===== src/rtl/xcvr_cfg_pkg.sv =====
package xcvr_cfg_pkg;

    typedef enum logic [1:0] {
        OP_WRITE = 2'b00,
        OP_READ  = 2'b01,
        OP_RESET = 2'b10,
        OP_NONE  = 2'b11
    } op_e;

    typedef enum logic [4:0] {
        ST_IDLE,
        ST_START_LO,
        ST_START_HI,
        ST_BIT_LO,
        ST_BIT_HI,
        ST_TRAIL_LO,
        ST_TRAIL_HI,
        ST_GAP_LO,
        ST_POLL_HI,
        ST_POLL_LO,
        ST_RDAT_HI,
        ST_RDAT_LO,
        ST_FILL_HI,
        ST_FILL_LO,
        ST_TAIL_HI,
        ST_TAIL_LO,
        ST_RST_HI,
        ST_RST_LO,
        ST_FINISH
    } state_e;

    // direction bit: 1 = write, 0 = read
    function automatic logic [7:0] build_cmd(input logic [6:0] addr,
                                             input logic [6:0] idx,
                                             input logic       wr);
        return {1'b0, addr} | {idx, 1'b0} | {7'd0, wr};
    endfunction

endpackage


===== src/rtl/pace_timer.sv =====
module pace_timer #(
    parameter int SHORT_CYC = 8,
    parameter int LONG_CYC  = 20
) (
    input  logic clk,
    input  logic rst_n,
    input  logic load,
    input  logic sel_long,
    output logic expired
);
    localparam int TW = $clog2(LONG_CYC + 1);
    localparam logic [TW-1:0] SHORT_LD = TW'(SHORT_CYC - 1);
    localparam logic [TW-1:0] LONG_LD  = TW'(LONG_CYC - 1);

    logic [TW-1:0] cnt;

    always_ff @(posedge clk or negedge rst_n) begin
        if (!rst_n) begin
            cnt <= '0;
        end else if (load) begin
            cnt <= sel_long ? LONG_LD : SHORT_LD;
        end else if (cnt != '0) begin
            cnt <= cnt - 1'b1;
        end
    end

    assign expired = (cnt == '0);

endmodule


===== src/rtl/in_sync.sv =====
module in_sync #(
    parameter int   WIDTH   = 1,
    parameter logic RST_VAL = 1'b0
) (
    input  logic             clk,
    input  logic             rst_n,
    input  logic [WIDTH-1:0] d,
    output logic [WIDTH-1:0] q
);
    logic [WIDTH-1:0] meta;

    always_ff @(posedge clk or negedge rst_n) begin
        if (!rst_n) begin
            meta <= {WIDTH{RST_VAL}};
            q    <= {WIDTH{RST_VAL}};
        end else begin
            meta <= d;
            q    <= meta;
        end
    end

endmodule


===== src/rtl/xcvr_cfg_master.sv =====
module xcvr_cfg_master
    import xcvr_cfg_pkg::*;
#(
    parameter int PRESCALE     = 4,
    parameter int SHORT_TICKS  = 2,
    parameter int LONG_TICKS   = 5,
    parameter int POLL_MAX     = 10,
    parameter int RESET_PULSES = 30
) (
    input  logic       clk,
    input  logic       rst_n,
    input  logic       req_valid,
    input  logic [1:0] req_op,
    input  logic [6:0] req_addr,
    input  logic [6:0] req_index,
    input  logic [7:0] req_wdata,
    output logic       busy,
    output logic       done,
    output logic [7:0] rd_data,
    output logic       rd_seen,
    output logic       sclk_o,
    output logic       sdata_o,
    input  logic       ack_n_i,
    input  logic       rx_i
);
    localparam int SHORT_CYC = SHORT_TICKS * PRESCALE;
    localparam int LONG_CYC  = LONG_TICKS * PRESCALE;
    localparam int MAXC      = (RESET_PULSES > POLL_MAX) ?
                               ((RESET_PULSES > 8) ? RESET_PULSES : 8) :
                               ((POLL_MAX > 8) ? POLL_MAX : 8);
    localparam int CW        = $clog2(MAXC + 1);
    localparam logic [CW-1:0] POLL_LAST = CW'(POLL_MAX - 1);
    localparam logic [CW-1:0] RST_LAST  = CW'(RESET_PULSES - 1);
    localparam logic [CW-1:0] BYTE_LAST = CW'(7);
    localparam logic [CW-1:0] TAIL_LAST = CW'(3);
    localparam logic [CW-1:0] PAIR_LAST = CW'(1);

    state_e        state, state_n;
    logic          is_rd, is_rd_n;
    logic          second, second_n;
    logic          seen, seen_n;
    logic [7:0]    sh, sh_n;
    logic [7:0]    stage, stage_n;
    logic [7:0]    rx_sh, rx_sh_n;
    logic [7:0]    rd_q, rd_q_n;
    logic          rseen_q, rseen_q_n;
    logic [CW-1:0] cnt, cnt_n;
    logic          tmr_load, tmr_long, tmr_exp;
    logic          ack_s, rx_s;
    logic          clk_c, dat_c;

    pace_timer #(.SHORT_CYC(SHORT_CYC), .LONG_CYC(LONG_CYC)) u_timer (
        .clk(clk), .rst_n(rst_n), .load(tmr_load), .sel_long(tmr_long),
        .expired(tmr_exp)
    );

    in_sync #(.WIDTH(1), .RST_VAL(1'b1)) u_ack_sync (
        .clk(clk), .rst_n(rst_n), .d(ack_n_i), .q(ack_s)
    );

    in_sync #(.WIDTH(1), .RST_VAL(1'b0)) u_rx_sync (
        .clk(clk), .rst_n(rst_n), .d(rx_i), .q(rx_s)
    );

    // next-state and datapath decisions
    always_comb begin
        state_n   = state;
        is_rd_n   = is_rd;
        second_n  = second;
        seen_n    = seen;
        sh_n      = sh;
        stage_n   = stage;
        rx_sh_n   = rx_sh;
        rd_q_n    = rd_q;
        rseen_q_n = rseen_q;
        cnt_n     = cnt;
        tmr_load  = 1'b0;
        tmr_long  = 1'b0;
        unique case (state)
            ST_IDLE: begin
                if (req_valid && (req_op != OP_NONE)) begin
                    tmr_load = 1'b1;
                    cnt_n    = '0;
                    seen_n   = 1'b0;
                    rx_sh_n  = '0;
                    is_rd_n  = (req_op == OP_READ);
                    second_n = (req_op == OP_WRITE);
                    sh_n     = build_cmd(req_addr, req_index, req_op == OP_WRITE);
                    stage_n  = req_wdata;
                    if (req_op == OP_RESET) begin
                        state_n = ST_RST_HI;
                    end else begin
                        state_n  = ST_START_LO;
                        tmr_long = 1'b1;
                    end
                end
            end
            ST_START_LO: if (tmr_exp) begin
                state_n = ST_START_HI; tmr_load = 1'b1;
            end
            ST_START_HI: if (tmr_exp) begin
                state_n = ST_BIT_LO; tmr_load = 1'b1; tmr_long = 1'b1; cnt_n = '0;
            end
            ST_BIT_LO: if (tmr_exp) begin
                state_n = ST_BIT_HI; tmr_load = 1'b1;
            end
            ST_BIT_HI: if (tmr_exp) begin
                tmr_load = 1'b1;
                tmr_long = 1'b1;
                sh_n     = {1'b0, sh[7:1]};
                if (cnt == BYTE_LAST) begin
                    cnt_n = '0;
                    if (second) begin
                        sh_n     = stage;
                        second_n = 1'b0;
                        state_n  = ST_START_LO;
                    end else if (is_rd) begin
                        state_n = ST_GAP_LO;
                    end else begin
                        state_n = ST_TRAIL_LO;
                    end
                end else begin
                    cnt_n   = cnt + 1'b1;
                    state_n = ST_BIT_LO;
                end
            end
            ST_TRAIL_LO: if (tmr_exp) begin
                state_n = ST_TRAIL_HI; tmr_load = 1'b1;
            end
            ST_TRAIL_HI: if (tmr_exp) begin
                if (cnt == PAIR_LAST) begin
                    state_n = ST_FINISH;
                end else begin
                    cnt_n = cnt + 1'b1; state_n = ST_TRAIL_LO;
                    tmr_load = 1'b1; tmr_long = 1'b1;
                end
            end
            ST_GAP_LO: if (tmr_exp) begin
                state_n = ST_POLL_HI; tmr_load = 1'b1; cnt_n = '0;
            end
            ST_POLL_HI: if (tmr_exp) begin
                state_n = ST_POLL_LO; tmr_load = 1'b1;
            end
            ST_POLL_LO: if (tmr_exp) begin
                tmr_load = 1'b1;
                if (!ack_s) begin
                    seen_n = 1'b1; cnt_n = '0; state_n = ST_RDAT_HI;
                end else if (cnt == POLL_LAST) begin
                    cnt_n = '0; state_n = ST_FILL_HI;
                end else begin
                    cnt_n = cnt + 1'b1; state_n = ST_POLL_HI;
                end
            end
            ST_RDAT_HI: if (tmr_exp) begin
                state_n = ST_RDAT_LO; tmr_load = 1'b1; tmr_long = 1'b1;
            end
            ST_RDAT_LO: if (tmr_exp) begin
                tmr_load = 1'b1;
                rx_sh_n  = {rx_s, rx_sh[7:1]};
                if (cnt == BYTE_LAST) begin
                    cnt_n = '0; state_n = ST_TAIL_HI;
                end else begin
                    cnt_n = cnt + 1'b1; state_n = ST_RDAT_HI;
                end
            end
            ST_FILL_HI: if (tmr_exp) begin
                state_n = ST_FILL_LO; tmr_load = 1'b1; tmr_long = 1'b1;
            end
            ST_FILL_LO: if (tmr_exp) begin
                tmr_load = 1'b1;
                if (cnt == PAIR_LAST) begin
                    cnt_n = '0; state_n = ST_TAIL_HI;
                end else begin
                    cnt_n = cnt + 1'b1; state_n = ST_FILL_HI;
                end
            end
            ST_TAIL_HI: if (tmr_exp) begin
                state_n = ST_TAIL_LO; tmr_load = 1'b1; tmr_long = 1'b1;
            end
            ST_TAIL_LO: if (tmr_exp) begin
                if (cnt == TAIL_LAST) begin
                    state_n   = ST_FINISH;
                    rd_q_n    = seen ? rx_sh : 8'h00;
                    rseen_q_n = seen;
                end else begin
                    cnt_n = cnt + 1'b1; state_n = ST_TAIL_HI; tmr_load = 1'b1;
                end
            end
            ST_RST_HI: if (tmr_exp) begin
                state_n = ST_RST_LO; tmr_load = 1'b1;
            end
            ST_RST_LO: if (tmr_exp) begin
                if (cnt == RST_LAST) begin
                    state_n = ST_FINISH;
                end else begin
                    cnt_n = cnt + 1'b1; state_n = ST_RST_HI; tmr_load = 1'b1;
                end
            end
            ST_FINISH: state_n = ST_IDLE;
            default:   state_n = ST_IDLE;
        endcase
    end

    // state register and datapath
    always_ff @(posedge clk or negedge rst_n) begin
        if (!rst_n) begin
            state   <= ST_IDLE;
            is_rd   <= 1'b0;
            second  <= 1'b0;
            seen    <= 1'b0;
            sh      <= '0;
            stage   <= '0;
            rx_sh   <= '0;
            rd_q    <= '0;
            rseen_q <= 1'b0;
            cnt     <= '0;
        end else begin
            state   <= state_n;
            is_rd   <= is_rd_n;
            second  <= second_n;
            seen    <= seen_n;
            sh      <= sh_n;
            stage   <= stage_n;
            rx_sh   <= rx_sh_n;
            rd_q    <= rd_q_n;
            rseen_q <= rseen_q_n;
            cnt     <= cnt_n;
        end
    end

    // line levels decoded from the state
    always_comb begin
        clk_c = 1'b0;
        dat_c = 1'b0;
        unique case (state)
            ST_START_LO:  begin clk_c = 1'b0; dat_c = 1'b1;  end
            ST_START_HI:  begin clk_c = 1'b1; dat_c = 1'b1;  end
            ST_BIT_LO:    begin clk_c = 1'b0; dat_c = sh[0]; end
            ST_BIT_HI:    begin clk_c = 1'b1; dat_c = sh[0]; end
            ST_TRAIL_HI:  begin clk_c = 1'b1; dat_c = 1'b0;  end
            ST_GAP_LO, ST_POLL_LO, ST_RDAT_LO, ST_FILL_LO:
                          begin clk_c = 1'b0; dat_c = 1'b1;  end
            ST_POLL_HI, ST_RDAT_HI, ST_FILL_HI:
                          begin clk_c = 1'b1; dat_c = 1'b1;  end
            ST_TAIL_HI:   begin clk_c = 1'b1; dat_c = (cnt == '0); end
            ST_RST_HI:    begin clk_c = 1'b1; dat_c = 1'b0;  end
            default:      begin clk_c = 1'b0; dat_c = 1'b0;  end
        endcase
    end

    // output register
    always_ff @(posedge clk or negedge rst_n) begin
        if (!rst_n) begin
            sclk_o  <= 1'b0;
            sdata_o <= 1'b0;
        end else begin
            sclk_o  <= clk_c;
            sdata_o <= dat_c;
        end
    end

    assign busy    = (state != ST_IDLE);
    assign done    = (state == ST_FINISH);
    assign rd_data = rd_q;
    assign rd_seen = rseen_q;

    // assertions
    assert_done_single_R9: assert property (@(posedge clk) disable iff (!rst_n)
        done |=> !done);
    assert_idle_clock_low_R9: assert property (@(posedge clk) disable iff (!rst_n)
        !busy |-> (!sclk_o && !sdata_o));
    assert_accept_busy_R9: assert property (@(posedge clk) disable iff (!rst_n)
        (req_valid && !busy && req_op != OP_NONE) |=> busy);
    assert_busy_hold_R10: assert property (@(posedge clk) disable iff (!rst_n)
        (busy && !done) |=> busy);
    assert_unused_op_R10: assert property (@(posedge clk) disable iff (!rst_n)
        (!busy && (!req_valid || req_op == OP_NONE)) |=> !busy);
    assert_data_stable_high_R2: assert property (@(posedge clk) disable iff (!rst_n)
        (sclk_o && $past(sclk_o)) |-> $stable(sdata_o));
    assert_poll_bound_R4: assert property (@(posedge clk) disable iff (!rst_n)
        (state == ST_POLL_HI || state == ST_POLL_LO) |-> (cnt <= POLL_LAST));
    assert_reset_bound_R8: assert property (@(posedge clk) disable iff (!rst_n)
        (state == ST_RST_HI || state == ST_RST_LO) |-> (cnt <= RST_LAST));
    assert_timeout_zero_R6: assert property (@(posedge clk) disable iff (!rst_n)
        !rd_seen |-> (rd_data == 8'h00));

endmodule


===== config.mk =====
export PLATFORM = sky130hd
export DESIGN_NAME = xcvr_cfg_master
export DESIGN_NICKNAME = d
export VERILOG_FILES = /design/src/rtl/xcvr_cfg_pkg.sv /design/src/rtl/pace_timer.sv /design/src/rtl/in_sync.sv /design/src/rtl/xcvr_cfg_master.sv
export SDC_FILE = /design/constraint.sdc
export NUM_CORES = 1
export LEC_CHECK = 0
export ABC_AREA = 1
export BUFFER_PORTS_ARGS = -buffer_cell sky130_fd_sc_hd__buf_4
export CORE_MARGIN = 5
export CORE_UTILIZATION = 35
export DETAILED_ROUTE_END_ITERATION = 10
export GPL_TIMING_DRIVEN = 0
export PLACE_DENSITY = 0.51
export SLEW_MARGIN = 20
export SYNTH_ARGS = -nofsm -noshare
export SYNTH_HDL_FRONTEND = slang
export SYNTH_SLANG_ARGS = --single-unit

===== constraint.sdc =====
create_clock -name clk -period 3.67 [get_ports clk]
set_clock_uncertainty 0.1 [all_clocks]
set_input_delay 0.734 -clock clk [delete_from_list [all_inputs] [get_ports clk]]
set_output_delay 0.734 -clock clk [all_outputs]
set_load 0.1 [all_outputs]

==> impl_metrics.toml, run 1 <==
[synthesis]
syn_nets = 482
netlist_area_mm2 = 0.003398
ys_types = 36
yosysWarnings = 0
synth_area_leaders = "dfrtp_1, nand2_1, o21ai_0"
synth_seq_cells = 57
synth_top_area_share_pct = 40.50
synthCells = 448
avgSynthCellArea_um2 = 7.585
yosysSeqAreaShare_pct = 42.05
yosysTopAreaCell = "dfrtp_1"

[clock_network]
cts_tree = "built"
cts.clk_slew.worst_paths_ps = 70
ctsHoldBuffers = 0
clock-sinks = 57
ctsResizeCount = 0
h-tree-depth = 3
clockBufferDepth = 2
cts_setup_buffers = 0
cts_root_buffer = "clkbuf_8"
insertion_delay_ps = 330
cts_inserted_buffers = 9

[detailed_routing]
met2_length_um = 4196
drt-total-wl_um = 9045
vias = 3153
vias_per_cell = 4.950
first_pass_iters = 5
wl_met3_um = 457
top_layer = "met4"
ant_nets = 0
dr.first_iter.drc_count = 214
remaining_drc_errors = 0
wl_per_cell_um = 14.20
wl_met1_um = 4259

[sta]
rsz0062_at_grt = "false"
finalHoldViolations = 0
timing.final.crit_share_pct = 68.37
maxSlewViolCount = 0
finalSetupTns_ps = 0
slew_headroom_pct = 51.92
period_needed_ps = 2509
worst_pin_slew_ps = 721.1
fmax_ghz = 0.3985
finalSetupViolCount = 0

[floorplanning]
io_pins = 42
die-area_mm2 = 0.01178
die_x_um = 108.5
core_area_mm2 = 0.009639
fp.dieH_um = 108.5
start_util_pct = 35.25
placementRows = 36

[final_layout]
final_nets = 534
drive_gt1_share_pct = 18.25
num_antenna_cells = 0
multiInputGateArea_mm2 = 0.001660
n_fill_cell = 1024
area_delta_synth_final_pct = 19.66
regArea_mm2 = 0.001429

[worst_setup_path]
slowest_delay_ps = 360
timing.rr.start = "cnt[0]"
path_cells = "buf_4 -> nor2_4 -> nand2_1 -> nor2_1 -> buf_4"
critPathMaxFanout = 8
arrival_ps = 1680
rr_endpoint = "cnt[3]"
crit_family = "simple AND/OR/NAND/NOR gates"
cp_slowest_cell = "dfrtp_1"
startpoint_type = "flop"
worstSetupEndpointType = "output port"
crit_type = "flop to output port"
reg2reg_depth = 9
worst-path-stages = 5
rrSetupSlack_ps = 1300
cp_common_cell = "buf_4"
cp.required_ps = 2840
critPathBufInv = 2

[pwr]
irDropWorstVdd_mv = 0.2428
power_density_mw_per_mm2 = 670.9
p_leak_nw = 2.000
total_power_mw = 2.728

[placed_design]
dp_hpwl_um = 6904
gp_congestion = 0.8755
port_buffers = 41

[worst_hold_path]
min_path_cells = 0
hp-start = "u_ack_sync.meta"
hold_path.class = "flop to flop"
holdPathEnd = "u_ack_sync.q"

[run_status]
status = "completed"

[global_route]
grt_util_all_layers_pct = 16.55
grt_first_pass_wirelength_um = 15280
grt_max_degree = 58
grt_pass1_vias = 3113
overflow = 0
antenna_found_initial = 0

[job]
cap_violations = 0
[power by group]
group	internal, mW	switching, mW	total (mW)
clock network	0.327	0.258	0.585
logic	0.428	0.850	1.28
registers	0.784	0.0812	0.866
[state kept, by name (all words and copies together), names as in the netlist]
register and cells:
u_rx_sync.meta 1, sclk_o 1, u_rx_sync.q 1, state 5
stage 8, second 1, u_ack_sync.meta 1, u_timer.cnt 5
u_ack_sync.q 1, cnt 5, sh 8, rd_data 8
sdata_o 1, rx_sh 8, rd_seen 1, is_rd 1
seen 1
[through the flow]
stage	hold WS, ps	util, %	std cells	setup WS, ps	instance area, µm²
after CTS	254.1	42.19	637	1127	4066
after detailed placement	240.3	40.17	622	1320	3872
after global routing	260.5	42.19	637	1032	4066
after global placement	236.0	40.17	622	1360	3872
after floorplan	231.2	-	448	794.0	3398
final	255.8	42.19	637	1161	4066
[layout by cell type, fill, tap and decap left out, types with 2 or more instances in the layout]
cell type  count
a21oi_1       12
buf_4         45
buf_6          3
clkbuf_1       3
clkbuf_8      10
clkinv_2       2
dfrtp_1       55
dfstp_2        2
ha_1           5
inv_1         56
inv_2          5
nand2_1       90
nand2_2        5
nand3_1       34
nand3_2        3
nand4_1       11
nor2_1        41
nor2_2         3
nor2_4         4
nor3_1         8
o211ai_1       9
o21a_1         9
o21ai_0       58
o21ai_1        9
o31ai_1        2
xor2_1         5
[worst max path at each step]
| stage | from | slack (ps) | to |
|---|---|---|---|
| after floorplan | state[3] | 790 | done |
| after global placement | cnt[0] | 1360 | cnt[3] |
| after detailed placement | cnt[0] | 1320 | cnt[3] |
| after CTS | state[3] | 1130 | done |
| after global routing | state[3] | 1030 | done |
| final | state[3] | 1160 | done |
[cell usage after synthesis]
cell and instances:
clkbuf_1 3, ha_1 5, inv_2 5, dfstp_2 2, o21a_1 9, nor3_1 8
nand4_1 11, o21a_2 1, nand3b_1 1, a211oi_4 1, and2_4 1, buf_4 4
nand3_1 34, and3_1 1, dfrtp_1 55, nand3_4 1, buf_6 3, o211ai_1 9
buf_2 1, o22ai_1 1, a211oi_1 1, a32oi_1 1, o31ai_1 2, nor2_4 4
nand2_4 1, o21ai_1 9, xor2_1 5, nand2_1 90, nand3_2 3, a21oi_1 12
nor3_2 1, o21ai_0 58, nor2_1 41, inv_1 56, nor2_2 3, nand2_2 5
[cell type report]
cell class                 count  area share (%)
timing repair buffer          41           7.569
inverter                      61           5.631
sequential                    57           35.14
clock buffer                  10           3.385
buffer                        11           1.969
tap                          133           4.092
clock inverter                 5           1.385
multi-input combinational    319           40.83
[cells by family after synthesis]
family / count (synthesis) / synth area share, %
buffers and inverters: 72 / 9.094
and+or+nand+nor: 205 / 28.17
AOI/OAI and AO/OA: 104 / 17.56
DFF: 57 / 42.05
xor gates and xnor gates: 5 / 1.289
adders and majority gates: 5 / 1.841
[metal layers]
layer | vias to the layer above | global-route usage (%)
li1 | 1592 | -
met1 | 1454 | 22.29
met2 | 97 | 26.21
met3 | 10 | 4.418
met4 | 0 | 4.599
met5 | - | 0
Power figures use the tool's default switching activity.
==> run 2, diff against run 1 <==
--- a/config.mk
+++ b/config.mk
@@ -11,7 +11,7 @@
 export CORE_UTILIZATION = 35
 export DETAILED_ROUTE_END_ITERATION = 10
 export GPL_TIMING_DRIVEN = 0
-export PLACE_DENSITY = 0.51
+export PLACE_DENSITY = 0.53
 export SLEW_MARGIN = 20
 export SYNTH_ARGS = -nofsm -noshare
 export SYNTH_HDL_FRONTEND = slang
==> constraint.sdc (replaced) <==
create_clock -name clk -period 2.1 [get_ports clk]
set_clock_uncertainty 0.1 [all_clocks]
set_input_delay 0.42 -clock clk [delete_from_list [all_inputs] [get_ports clk]]
set_output_delay 0.42 -clock clk [all_outputs]
set_load 0.1 [all_outputs]
==> run 2 against run 1 <==
Compared with the run above:
- final area increased by 5.3%
- first-iteration DRC count down 25%
- combinational power is 91% higher
- critical path depth grew 4
- worst setup slack lost 1100 ps
- utilization is 2.2 points higher
- global-route usage fell by 0.31 points
- wire length rose by 1.9%
- clock-buffer cell count is 1 lower
- sequential share of layout area down 1.7 points
- register-to-register slack worse by 1200 ps
- via count is 1.7% higher
- largest cell class unchanged
- highest routed layer unchanged
==> impl_metrics.toml, run 2 (same netlist as run 1, synthesis figures left out) <==
[worst_hold_path]
hold_path.class = "input port to asynchronous set/reset pin"

[placed_design]
port_buffers = 41
gp_congestion = 0.9559
dp_hpwl_um = 6777

[floorplanning]
core_area_mm2 = 0.009639
start_util_pct = 35.25
fp.dieH_um = 108.5
die-area_mm2 = 0.01178
die_x_um = 108.5
placementRows = 36
io_pins = 42

[pwr]
clkPwrFrac_pct = 24.8
irDropWorstVdd_mv = 0.5736
pwr-share-seq_pct = 28.8
share_comb_of_total_power_pct = 46.4
p_leak_nw = 2.089
p_int_mw = 3.005
p_sw_mw = 2.249
total_power_mw = 5.254
power_density_mw_per_mm2 = 1227
p_sw_share_pct = 42.80

[final_layout]
final_util_pct = 44.43
regArea_mm2 = 0.001431
n_fill_cell = 1033
layout_commonest_cell = "nand2_1"
multiInputGateArea_mm2 = 0.001759
num_antenna_cells = 0
final_nets = 542
drive_gt1_share_pct = 24.17
area_delta_synth_final_pct = 26.03
layout_common_cells = "nand2_1, o21ai_0, inv_1, dfrtp_1, buf_4"

[sta]
maxSlewViolCount = 0
rsz0062_at_grt = "true"
hold_slack_ps = 38.27
finalSetupViolCount = 0
period_needed_ps = 2004
fmax_ghz = 0.4991
worst_pin_slew_ps = 739.9
finalHoldViolations = 0
timing.final.crit_share_pct = 95.41
slew_headroom_pct = 50.68
finalSetupTns_ps = 0

[worst_setup_path]
arrival_ps = 2110
worst-path-stages = 9
crit_path_start = "state[3]"
worstSetupEndpointType = "flop"
timing.rr.start = "state[3]"
crit_type = "flop to flop"
rrSetupSlack_ps = 100
reg2reg_depth = 9
cp-endpoint = "cnt[4]"
slowest_delay_ps = 360
path_cells = "buf_4 -> nor2_2 -> nand3_2 -> nand2_2 -> nor2_1 -> o21ai_2 -> nor2_4 -> nand2_1 -> o21ai_0"
crit_family = "simple AND/OR/NAND/NOR gates"
cp_slowest_cell = "dfrtp_1"
startpoint_type = "flop"
critPathBufInv = 1
critPathMaxFanout = 9
cp.required_ps = 2200
rr_endpoint = "cnt[4]"

[clock_network]
clockBufferDepth = 2
cts_root_buffer = "clkbuf_8"
insertion_delay_ps = 330
cts_inserted_buffers = 9
clock-sinks = 57
h-tree-depth = 3
cts.clk_slew.worst_paths_ps = 70
cts_tree = "built"

[global_route]
grt_pass1_vias = 3095
grt_max_degree = 58
antenna_found_initial = 0
grt_first_pass_wirelength_um = 15210
overflow = 0
grt_util_all_layers_pct = 16.24

[detailed_routing]
wl_per_cell_um = 14.27
drt-total-wl_um = 9221
vias_per_cell = 4.966
first_pass_iters = 4
dr.first_iter.drc_count = 160
vias = 3208
remaining_drc_errors = 0
ant_nets = 0

[run_status]
status = "completed"

[job]
cap_violations = 0
run 2: final cells by class:
type	instances	area share (%)
multi-input combinational	320	41.08
sequential	57	33.42
timing repair buffer	48	8.501
inverter	61	5.346
tap	133	3.885
clock inverter	7	2.921
clock buffer	9	2.892
buffer	11	1.957
run 2: how the worst min path moves through the flow:
| stage | startpoint | to | cells past startpoint |
|---|---|---|---|
| floorplan | rst_n | cnt[0] | 0 |
| global placement | u_rx_sync.meta | u_rx_sync.q | 0 |
| detailed placement | u_rx_sync.meta | u_rx_sync.q | 0 |
| CTS | rst_n | sh[7] | 1 |
| global route | rx_i | u_rx_sync.meta | 1 |
| finish | rst_n | sh[7] | 1 |
run 2: worst reg2reg max path, stage by stage, from the launching register on:
cell and delay [ps]:
dfrtp_1 360, buf_4 160, nor2_2 210, nand3_2 240, nand2_2 190, nor2_1 90, o21ai_2 270, nor2_4 100
nand2_1 70, o21ai_0 80
run 2: metrics by stage:
stage                     setup slack (ps)  std cells  area (µm²)
final                                96.35        646        4283
after global routing                -33.10        646        4283
after CTS                            8.718        639        4159
after detailed placement            -323.6        622        3880
after global placement              -309.2        622        3880
after floorplan                     0.6481        448        3406
run 2: repair_timing:
item / CTS / global route
gates cloned: 0 / 1
setup buffers: 1 / 6
resized for setup: 5 / 29
hold buffers: 0 / 0
pin swaps: 2 / 4
setup endpoints to repair: 25 / 35
run 2: power groups by stage:
stage	logic (mW)	registers (mW)	clock network [mW]
after global placement	2.23	1.53	0
after detailed placement	2.23	1.53	0
final	2.44	1.51	1.30
after global routing	2.70	1.55	1.38
after CTS	2.26	1.51	1.33
after floorplan	1.62	1.61	0
run 2: layer usage:
metal,part of all wire [%],vias to the layer above,global-route usage [%]
li1,-,1598,-
met1,47,1507,21.89
met2,47,91,26.52
met3,4.7,12,3.463
met4,1.3,0,4.148
met5,0,-,0
